$ cat src/rtl/rtc_evt_pkg.sv
package rtc_evt_pkg;

    // status bit positions (bit order is visible to software)
    localparam int unsigned POS_GRANT = 0;
    localparam int unsigned POS_ALARM = 1;
    localparam int unsigned POS_SEC   = 2;
    localparam int unsigned POS_TEV   = 3;
    localparam int unsigned POS_CEV   = 4;
    localparam int unsigned POS_ERR   = 5;
    localparam int unsigned FLAG_N    = 6;
    localparam int unsigned CLR_N     = 5;  // bits reachable by the clear port

    localparam int unsigned DOW_W     = 3;
    localparam int unsigned DIGIT_N   = 12; // two digits for six byte fields

    typedef struct packed {
        logic [7:0]       sec;
        logic [7:0]       min;
        logic [7:0]       hour;
        logic [7:0]       date;
        logic [7:0]       month;
        logic [7:0]       year;
        logic [DOW_W-1:0] dow;
    } rtc_time_t;

    // packed so that the field order matches the status bit order
    typedef struct packed {
        logic err;
        logic cev;
        logic tev;
        logic sec;
        logic alarm;
        logic grant;
    } rtc_flags_t;

    typedef enum logic [1:0] {
        TEV_MINUTE   = 2'd0,
        TEV_HOUR     = 2'd1,
        TEV_MIDNIGHT = 2'd2,
        TEV_NOON     = 2'd3
    } tev_sel_e;

    typedef enum logic [1:0] {
        CEV_WEEK  = 2'd0,
        CEV_MONTH = 2'd1,
        CEV_YEAR  = 2'd2,
        CEV_NONE  = 2'd3
    } cev_sel_e;

endpackage

$ cat src/rtl/rtc_time_check.sv
module rtc_time_check
    import rtc_evt_pkg::*;
(
    input  rtc_time_t t,
    output logic      bad
);
    logic [3:0]         digit [DIGIT_N];
    logic [DIGIT_N-1:0] digit_bad;
    logic               range_bad;

    always_comb begin
        digit[0]  = t.sec[3:0];
        digit[1]  = t.sec[7:4];
        digit[2]  = t.min[3:0];
        digit[3]  = t.min[7:4];
        digit[4]  = t.hour[3:0];
        digit[5]  = t.hour[7:4];
        digit[6]  = t.date[3:0];
        digit[7]  = t.date[7:4];
        digit[8]  = t.month[3:0];
        digit[9]  = t.month[7:4];
        digit[10] = t.year[3:0];
        digit[11] = t.year[7:4];
    end

    for (genvar g = 0; g < DIGIT_N; g++) begin : g_digit
        assign digit_bad[g] = (digit[g] > 4'd9);
    end

    // raw byte comparisons are valid once every nibble is a decimal digit
    always_comb begin
        range_bad = 1'b0;
        if (t.sec   > 8'h59)                     range_bad = 1'b1;
        if (t.min   > 8'h59)                     range_bad = 1'b1;
        if (t.hour  > 8'h23)                     range_bad = 1'b1;
        if (t.month == 8'h00 || t.month > 8'h12) range_bad = 1'b1;
        if (t.date  == 8'h00 || t.date  > 8'h31) range_bad = 1'b1;
        if (t.dow   == '0)                       range_bad = 1'b1;
    end

    assign bad = (|digit_bad) | range_bad;

endmodule

$ cat src/rtl/rtc_boundary_detect.sv
module rtc_boundary_detect
    import rtc_evt_pkg::*;
(
    input  logic      clk,
    input  logic      rst_n,
    input  logic      tick,
    input  rtc_time_t cur,
    input  tev_sel_e  tev_sel,
    input  cev_sel_e  cev_sel,
    output logic      tev_hit,
    output logic      cev_hit
);
    typedef struct packed {
        rtc_time_t prev;
        logic      seen;
    } det_state_t;

    det_state_t st_d, st_q;
    logic       tev_d, cev_d;

    always_comb begin
        st_d  = st_q;
        tev_d = 1'b0;
        cev_d = 1'b0;
        if (tick) begin
            st_d.prev = cur;
            st_d.seen = 1'b1;
            if (st_q.seen) begin
                case (tev_sel)
                    TEV_MINUTE:   tev_d = (cur.min != st_q.prev.min);
                    TEV_HOUR:     tev_d = (cur.hour != st_q.prev.hour);
                    TEV_MIDNIGHT: tev_d = (cur.hour == 8'h00) &&
                                          (st_q.prev.hour != 8'h00);
                    TEV_NOON:     tev_d = (cur.hour == 8'h12) &&
                                          (st_q.prev.hour != 8'h12) &&
                                          (cur.min == 8'h00) &&
                                          (cur.sec == 8'h00);
                    default:      tev_d = 1'b0;
                endcase
                case (cev_sel)
                    CEV_WEEK:  cev_d = (cur.dow == DOW_W'(1)) &&
                                       (st_q.prev.dow != DOW_W'(1));
                    CEV_MONTH: cev_d = (cur.month != st_q.prev.month);
                    CEV_YEAR:  cev_d = (cur.year != st_q.prev.year);
                    default:   cev_d = 1'b0;
                endcase
            end
        end
    end

    always_ff @(posedge clk) begin
        if (!rst_n) begin
            st_q <= '0;
        end else begin
            st_q <= st_d;
        end
    end

    assign tev_hit = tev_d;
    assign cev_hit = cev_d;

endmodule

$ cat src/rtl/rtc_evt_status.sv
module rtc_evt_status
    import rtc_evt_pkg::*;
#(
    parameter int unsigned STAT_W = 32
) (
    input  logic              clk,
    input  logic              rst_n,
    input  logic              sec_tick,
    input  logic [7:0]        sec_bcd,
    input  logic [7:0]        min_bcd,
    input  logic [7:0]        hour_bcd,
    input  logic [7:0]        date_bcd,
    input  logic [7:0]        month_bcd,
    input  logic [7:0]        year_bcd,
    input  logic [2:0]        dow,
    input  logic              alarm_hit,
    input  logic              upd_req,
    input  logic [1:0]        tev_sel,
    input  logic [1:0]        cev_sel,
    input  logic              clr_wr,
    input  logic [STAT_W-1:0] clr_data,
    input  logic              rd_strobe,
    output logic [STAT_W-1:0] status
);
    localparam int unsigned PAD_W = STAT_W - FLAG_N;

    rtc_time_t  cur;
    logic       fields_bad;
    logic       tev_hit, cev_hit;
    logic [CLR_N-1:0] clr_bits;
    rtc_flags_t fl_d, fl_q;

    logic unused_clr;
    assign unused_clr = ^clr_data[STAT_W-1:CLR_N];

    always_comb begin
        cur.sec   = sec_bcd;
        cur.min   = min_bcd;
        cur.hour  = hour_bcd;
        cur.date  = date_bcd;
        cur.month = month_bcd;
        cur.year  = year_bcd;
        cur.dow   = dow;
    end

    rtc_time_check u_check (
        .t   (cur),
        .bad (fields_bad)
    );

    rtc_boundary_detect u_detect (
        .clk     (clk),
        .rst_n   (rst_n),
        .tick    (sec_tick),
        .cur     (cur),
        .tev_sel (tev_sel_e'(tev_sel)),
        .cev_sel (cev_sel_e'(cev_sel)),
        .tev_hit (tev_hit),
        .cev_hit (cev_hit)
    );

    assign clr_bits = clr_wr ? clr_data[CLR_N-1:0] : '0;

    always_comb begin
        fl_d = fl_q;
        // clear first, so that a coincident set takes priority
        if (clr_bits[POS_GRANT]) fl_d.grant = 1'b0;
        if (clr_bits[POS_ALARM]) fl_d.alarm = 1'b0;
        if (clr_bits[POS_SEC])   fl_d.sec   = 1'b0;
        if (clr_bits[POS_TEV])   fl_d.tev   = 1'b0;
        if (clr_bits[POS_CEV])   fl_d.cev   = 1'b0;

        if (sec_tick)  fl_d.sec   = 1'b1;
        if (tev_hit)   fl_d.tev   = 1'b1;
        if (cev_hit)   fl_d.cev   = 1'b1;
        if (alarm_hit) fl_d.alarm = 1'b1;

        if (upd_req && sec_tick) fl_d.grant = 1'b1;
        if (!upd_req)            fl_d.grant = 1'b0;

        fl_d.err = fields_bad | (fl_q.err & ~rd_strobe);
    end

    always_ff @(posedge clk) begin
        if (!rst_n) begin
            fl_q <= '0;
        end else begin
            fl_q <= fl_d;
        end
    end

    assign status = {{PAD_W{1'b0}}, fl_q};

endmodule

$ cat config.mk
export PLATFORM = sky130hd
export DESIGN_NAME = rtc_evt_status
export DESIGN_NICKNAME = d
export VERILOG_FILES = /design/src/rtl/rtc_evt_pkg.sv /design/src/rtl/rtc_time_check.sv /design/src/rtl/rtc_boundary_detect.sv /design/src/rtl/rtc_evt_status.sv
export SDC_FILE = /design/constraint.sdc
export NUM_CORES = 1
export LEC_CHECK = 0
export ABC_AREA = 1
export CELL_PAD_IN_SITES_DETAIL_PLACEMENT = 1
export CELL_PAD_IN_SITES_GLOBAL_PLACEMENT = 1
export CORE_MARGIN = 3
export CORE_UTILIZATION = 24
export DETAILED_ROUTE_END_ITERATION = 10
export PLACE_DENSITY = 0.83
export SYNTH_ARGS = -nofsm -noshare
export SYNTH_HDL_FRONTEND = slang
export SYNTH_SLANG_ARGS = --single-unit
export TNS_END_PERCENT = 30
$ cat constraint.sdc
create_clock -name clk -period 0.95 [get_ports clk]
set_input_delay 0.2375 -clock clk [delete_from_list [all_inputs] [get_ports clk]]
set_output_delay 0.2375 -clock clk [all_outputs]
set_load 0.01 [all_outputs]
# After elaboration in Yosys (flattened, before gate mapping)
# Cells that the tools add are included.
[word_totals]
regBits = 42
latch_bits = 0
mem_bits_rw = 0
romBits = 0
input_bits = 94
output_inout_bits = 32
word_cells = 93
memories = 0
[classes]
n_addsub = 0
multipliers = 0
n_div = 0
order_cmp = 17
n_eq_ne = 13
shift = 0
n_mux = 23
n_bitwise = 4
reduce_logical = 24
[ops]
columns = ["operator", "n"]
rows = [
  ["greater-than comparator 4 bit (second input constant)", 12],
  ["zero test 8 bit", 5],
  ["inequality test 8 bit", 4],
  ["2-to-1 mux 1 bit", 20],
  ["greater-than comparator 8 x 6 -> 1 bit (second input constant)", 2],
  ["greater-than comparator 8 x 7 -> 1 bit (second input constant)", 2],
  ["OR reduction 12 bit", 1],
  ["nonzero test 2 bit", 5],
  ["equality test 8 x 5 -> 1 bit (second input constant)", 1],
  ["greater-than comparator 8 x 5 -> 1 bit (second input constant)", 1],
  ["inequality test 8 x 5 -> 1 bit (second input constant)", 1],
  ["nonzero test 8 bit", 1],
  ["equality test 2 bit (second input constant)", 3],
  ["logical AND 1 bit", 6],
  ["2-to-1 mux 5 bit", 1],
  ["equality test 2 x 1 -> 1 bit (second input constant)", 2],
  ["zero test 2 bit", 2],
  ["one-hot mux 1 bit (4 select lines)", 1],
  ["equality test 3 x 1 -> 1 bit (second input constant)", 1],
  ["zero test 3 bit", 1],
  ["inequality test 3 x 1 -> 1 bit (second input constant)", 1],
  ["one-hot mux 1 bit (3 select lines)", 1],
  ["logical OR 1 bit", 2],
  ["OR 1 bit", 2],
  ["3 further kinds", 3],
]

# Logic depth before layout (Yosys ltp)
# Gate-level depths: netlist (run 1).
[logic_depth]
depth_word = 9
ltp_mapped = 11
ltp_nobuf = 11

# Modules after synthesis
# From an unflattened synthesis (run 1), not the netlist that was laid out.
[hier_totals]
hier_cells = 425
hier_area_um2 = 2640.0
[modules_own_cells]
columns = ["mod", "n_inst", "cells_each", "area_per_inst_um2", "seq_area_each_um2"]
rows = [
  ["rtc_boundary_detect", 1, 295, 1903.1, 720.7],
  ["rtc_evt_status", 1, 57, 420.4, 120.1],
  ["rtc_time_check", 1, 73, 316.6, 0.0],
]

# Least setup slack after synthesis (run 1)
# OpenSTA, ideal clock, no wires.
[synth_path]
path_kind = "register -> register"
from = "register u_detect.st_q[35] (netlist bit)"
to = "register fl_q, in the netlist status[3]"
setup_time_ns = 0.117
arrival_time_ns = 0.925
required_ns = 0.833
setup_slack_ns = -0.093
stages_incl_launch_ff = 11
n_path_buf = 0
cell_sequence = "dfxtp_1 inv_1 nand2_1 nor2_1 nand3_1 nand2_1 nand2_1 nor2_1 nor2_2 nand2_1 a21oi_2"
[synth_via]
elab_chain_len = 8
word_cells_on_any_way = 12
classes_between = "eq/ne: 2; mux: 4; reduce/logical: 6"
[synth_lines]
columns = ["item", "line_no", "source"]
rows = [
  ["start: declaration", "rtc_boundary_detect.sv:18", "det_state_t st_d, st_q;"],
  ["start signal: assignment", "rtc_boundary_detect.sv:55", "st_q <= st_d;"],
  ["inequality test 8 x 5 -> 1 bit", "rtc_boundary_detect.sv:35", "(st_q.prev.hour != 8'h12) &&"],
  ["logical AND 1 bit", "rtc_boundary_detect.sv:34", "TEV_NOON: tev_d = (cur.hour == 8'h12) &&"],
  ["logical AND 1 bit", "rtc_boundary_detect.sv:35", ""],
  ["logical AND 1 bit", "rtc_boundary_detect.sv:36", "(cur.min == 8'h00) &&"],
  ["one-hot mux 1 bit (4 select lines) (*)", "rtc_boundary_detect.sv:29", "case (tev_sel)"],
  ["2-to-1 mux 1 bit (*)", "rtc_boundary_detect.sv:28", "if (st_q.seen) begin"],
  ["2-to-1 mux 1 bit (*)", "rtc_boundary_detect.sv:25", "if (tick) begin"],
  ["2-to-1 mux 1 bit / nonzero test 2 bit (equally long branches)", "n/a", ""],
  ["end signal: assignment", "rtc_evt_status.sv:88", "fl_q <= fl_d;"],
  ["end: declaration", "rtc_evt_status.sv:31", "rtc_flags_t fl_d, fl_q;"],
]
# Every way passes the cells marked *; elsewhere a longest branch is shown, timed or not.
# A chain may end at the register's enable or synchronous reset.

# Worst setup path after layout (run 1)
# Ends and elaborated chain as after synthesis.

==> results of run 1 <==
-- power by group --
| group | leakage, nW | switching (mW) | internal [mW] |
|---|---|---|---|
| Sequential | 0.354 | 0.0849 | 1.89 |
| Combinational | 1.39 | 0.632 | 0.541 |
| Clock | 0.0472 | 0.681 | 0.586 |
-- cell type report --
| class | count | share of cell area, % |
|---|---|---|
| multi-input combinational | 308 | 40.3 |
| timing repair buffer | 106 | 25.2 |
| sequential | 42 | 22.5 |
| inverter | 52 | 5.09 |
| tap | 136 | 4.43 |
| clock buffer | 6 | 2.15 |
| clock inverter | 2 | 0.326 |
-- timing repair --
item                       CTS  global route
setup endpoints to repair   48            22
gates resized for setup    151            47
setup buffers                4             1
cloned                       1             0
pin swaps                   42            27
-- flip-flops by register name (all words and copies together) (netlist names) --
signal and count:
status 6, u_detect.st_q 36
-- logic make-up after synthesis --
logic type	after synthesis
DFF	42
and+or+nand+nor	182
AOI/OAI and AO/OA	89
other	1
xor gates and xnor gates	11
buffers and inverters	89
-- worst max-delay path, cell delays in order, from the launching register on --
cell and delay, ps:
dfxtp_2 340, inv_2 60, nand2_2 70, nor2_4 140, nand3_2 90, nand2_1 80
nand2_2 60, nor2_2 120, nor2_2 40, nand2_2 50, a21oi_2 40
-- worst max path at each step --
stage          slack, ps  cells after the start         startpoint   endpoint
2_1_floorplan        -80                     10  u_detect.st_q[34]  status[3]
6_report            -250                     10  u_detect.st_q[35]  status[3]
5_1_grt             -330                     10  u_detect.st_q[33]  status[3]
4_1_cts             -260                     10  u_detect.st_q[35]  status[3]
3_5_place_dp        -790                     10        hour_bcd[3]  status[3]
3_3_place_gp        -760                      9        hour_bcd[3]  status[5]
-- metal layers --
| metal | GRT usage (%) | share of wire [%] |
|---|---|---|
| met5 | 0 | 0 |
| met4 | 3.83 | 1.6 |
| met3 | 2.64 | 5.1 |
| met2 | 27.9 | 51 |
| met1 | 17.7 | 42 |
-- synthesized netlist by cell type (all sizes together) --
master  instances  area share [%]
xor2            2            0.68
or2             3            0.73
nand2          86              13
nand4           7             1.7
clkbuf          4            0.58
nor2           67             9.9
buf            33             8.8
dfxtp          42              33
o21ai          52              10
xnor2           9             3.1
nor3            6             1.4
inv            52             7.6
conb            1            0.15
nand3          13             2.5
o22a            1            0.34
o211ai          1            0.29
a21oi          35             6.9
==> results by group, run 1 <==
Synth
  – Synth Instances: 414
  – Synth unique cells: 26
  – Post-synthesis sequential area ratio: between 30% and 40%
  – Xor/xnor cell area share of the yosys netlist: 3.74%
  – Yosys warning total: 0
  – Largest family of logic cells by synthesized area: simple AND/OR/NAND/NOR gates
  – Mapped cell area: between 2000 and 3000 um2
  – Compound-Gate Fraction of Synth Area: 17.7%
  – Post-synthesis mux area share: 0%
  – Adder-cell share of the synthesized area: 0%
  – Syn Area/Cell: 6.23 um2
  – Register bit total from synthesis: 42
  – Simple-gate portion of the synthesized area: a little under 30%

Cells and area
  – Fillcell total: around 1300
  – Share of cells above drive strength 1: 26.6%
  – Syn-to-layout area delta: 48.8%
  – Design area: 3840 um2
  – Layout Utilization: 37.0%
  – Storage element area: 863 um2
  – Nets: 609
  – Final non-filler cell total: 652
  – Footprint of the multi-input gates: 1550 um2
  – Antenna diodes: 0
  – Commonest non-fill, non-tap cell in the layout: nand2_1
  – Commonest cells after routing, fill and taps aside: nand2_1 (73), nor2_1 (55), dlygate4sd2_1 (38)

Worst setup path
  – Arrival time worst endpoint: approximately 1400 ps
  – CP max FO: 2
  – Worst EP required: 1140 ps
  – WS Path Type: flop to flop
  – R2r worst-path depth: 10
  – R2R Setup Slk: -250 ps
  – Worst setup EP type: flop
  – Worst reg2reg path startpoint: u_detect.st_q[35]
  – Worst r2r dst: status[3]
  – Startpoint Class: flop

Status
  – Failing checks: negative setup slack
  – Outcome: finished, violations left

Timing
  – Hold Fails Final Rpt: 0
  – Fin. max-slew vios: 0
  – Worst setup margin: -246 ps
  – Hold Slack: 224 ps
  – Total negative setup slack: -845 ps
  – Final Cycle Share: 126%
  – RSZ-0062 raised after global routing: yes
  – Clock Skew: around 8.3 ps
  – Finish-stage setup viols: 9
  – Fin crit period: 1200 ps
  – Max frequency: 836 MHz

Floorplanning
  – Initial Util: 24.9%
  – Die area: roughly 12000 um2
  – # rows: 37
  – Core ar.: between 10000 and 15000 um2
  – Io pins: about 130
  – Die H: approximately 110 um
  – Die width: between 100 and 150 um

Global route
  – First-pass GRT wire length: 14100 um
  – Largest net degree at the start of global routing: 30
  – Initial antenna violation count: 0
  – Vias in the first global route: approximately 3000
  – Grt total ovfl: 0
  – GRT Util Overall: 15.0%

Placed design
  – Post-DP Area: roughly 3600 um2
  – Placement Setup Slack: -788 ps
  – Placed Cells: about 640
  – DP HPWL: slightly above 7000 um
  – GP Congestion: 0.860
  – Port Buffers: a little over 70

Clock tree
  – CTS tree: yes
  – Clock Tree Buf Depth: 2
  – Clock sinks: 42
  – Post-CTS Hold Fix Bufs: 0
  – Clock slew at reported path FFs: 90 ps
  – CTS H-Tree Depth: 2
  – Root buffer cell: clkbuf_8
  – TritonCTS buffer count: 5
  – Worst skew pair latency: 300 ps

Routing
  – Drc violations: 0
  – Drt initial violations: 66
  – TritonRoute pass-1 iters: 4
  – Vias per cell: 4.44
  – Post-route ant nets: 0
  – Vias: 2896
  – Drt wl/cell: 14.2 um
  – WL final: 9240 um

Worst hold path
  – Hold path startpoint: min_bcd[1]
  – Min-Delay Endpoint: u_detect.st_q[37]
  – Worst hold stages: 3
  – Worst hold path type: input port to flop

Pwr
  – Pwr Total: 4.42 mW
  – Pleak: 1.79 nW
  – Maximum vdd drop: between 0.4 and 0.5 mV
  – Power per cell area: ~1200 nW/um2

Flow run
  – Max_cap viols: 0
Power figures use the tool's default switching activity.
==> run 2: changes to the inputs <==
- GPL_TIMING_DRIVEN: unset -> 0
==> results by group, run 2 (synthesized netlist as in run 1, its figures left out) <==
Placed design
  – Placement Setup Slack: -792 ps (-3.66 ps)
  – DP HPWL: 7220 um (+2.4%)
  – Port Buffers: 71 (-1.4%)
  – GP Congestion: 0.857 (-0.35%)

Floorplanning
  – Die H: 110 um (unchanged)
  – Die area: 12000 um2 (unchanged)
  – Initial Util: 24.9% (unchanged)
  – # rows: 37 (unchanged)
  – Die width: 110 um (unchanged)
  – Core ar.: 10400 um2 (unchanged)
  – Io pins: 126 (unchanged)

Cells and area
  – Largest reg by FF count: u_detect.st_q
  – Storage element area: 858 um2 (-0.58%)
  – Syn-to-layout area delta: 46.3%
  – Fillcell total: 1368 (+1.9%)
  – Antenna diodes: 0 (unchanged)
  – Footprint of the multi-input gates: 1490 um2 (-3.6%)
  – Number of flip-flops in the largest register: 36 (unchanged)
  – Commonest non-fill, non-tap cell in the layout: nand2_1
  – Commonest cells after routing, fill and taps aside: nand2_1 (80), nor2_1 (55), o21ai_0 (40)
  – Share of cells above drive strength 1: 23.4% (-3.2 points)
  – Nets: 615 (+0.99%)

Routing
  – Post-route ant nets: 0 (unchanged)
  – TritonRoute pass-1 iters: 4 (unchanged)
  – Vias per cell: 4.43 (-0.19%)
  – Drt initial violations: 57 (-14%)
  – Drt wl/cell: 13.8 um (-2.6%)
  – WL final: 9080 um (-1.7%)
  – Drc violations: 0 (unchanged)
  – Vias: 2917 (+0.73%)

Clock tree
  – Clock sinks: 42 (unchanged)
  – Post-CTS Hold Fix Bufs: 0 (unchanged)
  – CTS tree: yes
  – Clock slew at reported path FFs: 90 ps (about the same)
  – TritonCTS buffer count: 5 (unchanged)
  – Worst skew pair latency: 300 ps (about the same)
  – Clock Tree Buf Depth: 2 (unchanged)
  – CTS H-Tree Depth: 2 (unchanged)
  – Root buffer cell: clkbuf_8

Worst setup path
  – Delay-heaviest family, CP: simple AND/OR/NAND/NOR gates
  – Worst path cell trace: inv_1, nand2_1, nor2_2, nand3_1, nand2_1, nand2_1, nor2_2, nor2_2, nand2_2, a21oi_2
  – Worst EP required: 1150 ps (about the same)
  – Critical Path Stages: 10 (unchanged)
  – WS Path Type: flop to flop
  – Startpoint Class: flop
  – CP max FO: 3 (+1)
  – Arrival time worst endpoint: 1390 ps (about the same)
  – Critical Path Slowest Stage Cell: dfxtp_1
  – R2r worst-path depth: 10 (unchanged)
  – Worst path max stage delay: 330 ps (about the same)
  – WP buf/inv: 1 (unchanged)
  – Worst setup EP type: flop

Status
  – Outcome: finished, violations left
  – Failing checks: negative setup slack

Worst hold path
  – Worst hold stages: 3 (unchanged)
  – Worst hold path type: input port to flop

Global route
  – Vias in the first global route: 3033 (+0.97%)
  – GRT Util Overall: 15.2% (+0.20 points)
  – Grt total ovfl: 0 (unchanged)
  – Initial antenna violation count: 0 (unchanged)
  – Largest net degree at the start of global routing: 14 (-53%)
  – First-pass GRT wire length: 14200 um (+0.94%)

Timing
  – Hold Slack: 231 ps (+6.70 ps)
  – Hold Fails Final Rpt: 0 (unchanged)
  – Max frequency: 837 MHz (+0.11%)
  – Clock Skew: 6.38 ps (-1.91 ps)
  – RSZ-0062 raised after global routing: yes
  – Worst setup margin: -244 ps (+1.37 ps)
  – Finish-stage setup viols: 9 (unchanged)
  – Fin crit period: 1190 ps (-1.37 ps)
  – Final Cycle Share: 126% (-0.14 points)
  – Total negative setup slack: -932 ps (-87.2 ps)
  – Fin. max-slew vios: 0 (unchanged)

Pwr
  – Power per cell area: 1140 nW/um2 (-1.2%)
  – Maximum vdd drop: 0.502 mV (+1.1%)
  – Pleak: 1.81 nW (+1.2%)

Flow run
  – Max_cap viols: 0 (unchanged)
-- run 2: cell count changes in the layout (fill, tap and decap cells not counted), moves of 4 or more --
cell / previous run / this run
nand2_2: 12 / 6
dfxtp_2: 18 / 14
nor2_2: 8 / 12
buf_4: 27 / 32
nor2_4: 4 / 0
o21ai_1: 10 / 4
dfxtp_1: 24 / 28
o21ai_0: 36 / 40
clkdlybuf4s50_1: 14 / 18
nand2_1: 73 / 80
-- run 2: tightest hold or removal path, stage by stage --
cell,delay (ps)
dlymetal6s2s_1,130
inv_2,70
a21oi_1,60
-- run 2: final timing paths --
path	from	endpoint	slack (ps)
max	u_detect.st_q[31]	status[3]	-240
min	year_bcd[4]	u_detect.st_q[8]	230
max reg2reg	u_detect.st_q[31]	status[3]	-240
min reg2reg	status[0]	status[0]	470
-- run 2: cell type report --
cell class	count	area share, %
flip-flops and latches	42	22.8
inverters	52	5.17
multi-input cells	308	39.5
repair buffers	75	18.9
clock buffers	6	1.92
well taps	136	4.51
plain buffers	37	6.93
clock inverters	2	0.365
-- run 2: power breakdown --
part | leakage, nW | switching, mW | total, mW | internal [mW]
Sequential | 0.353 | 0.0878 | 1.98 | 1.89
Combinational | 1.41 | 0.601 | 1.12 | 0.521
Clock | 0.0452 | 0.673 | 1.19 | 0.520
-- run 2: what timing repair did --
action,4_1_cts,5_1_grt
setup endpoints to repair,47,16
pin swaps,25,24
gates cloned,0,0
buffers inserted,3,1
resized for setup,127,37
-- run 2: per-layer routing --
metal	up-vias	GRT usage (%)	share of wire, %	wire length (um)
li1	1480	-	-	-
met1	1367	18.1	43	3930
met2	61	28.0	51	4670
met3	9	2.76	4.1	372
met4	0	3.83	1.2	106
met5	-	0	0	0
-- run 2: stage by stage --
step	power, mW	util (%)	cells	instance area (um2)
4_1_cts	4.30	35.7	657	3710
3_5_place_dp	3.10	34.3	646	3550
6_report	4.29	36.4	658	3770
3_3_place_gp	3.06	34.3	646	3550
2_1_floorplan	2.57	-	439	2670
5_1_grt	4.55	36.4	658	3770
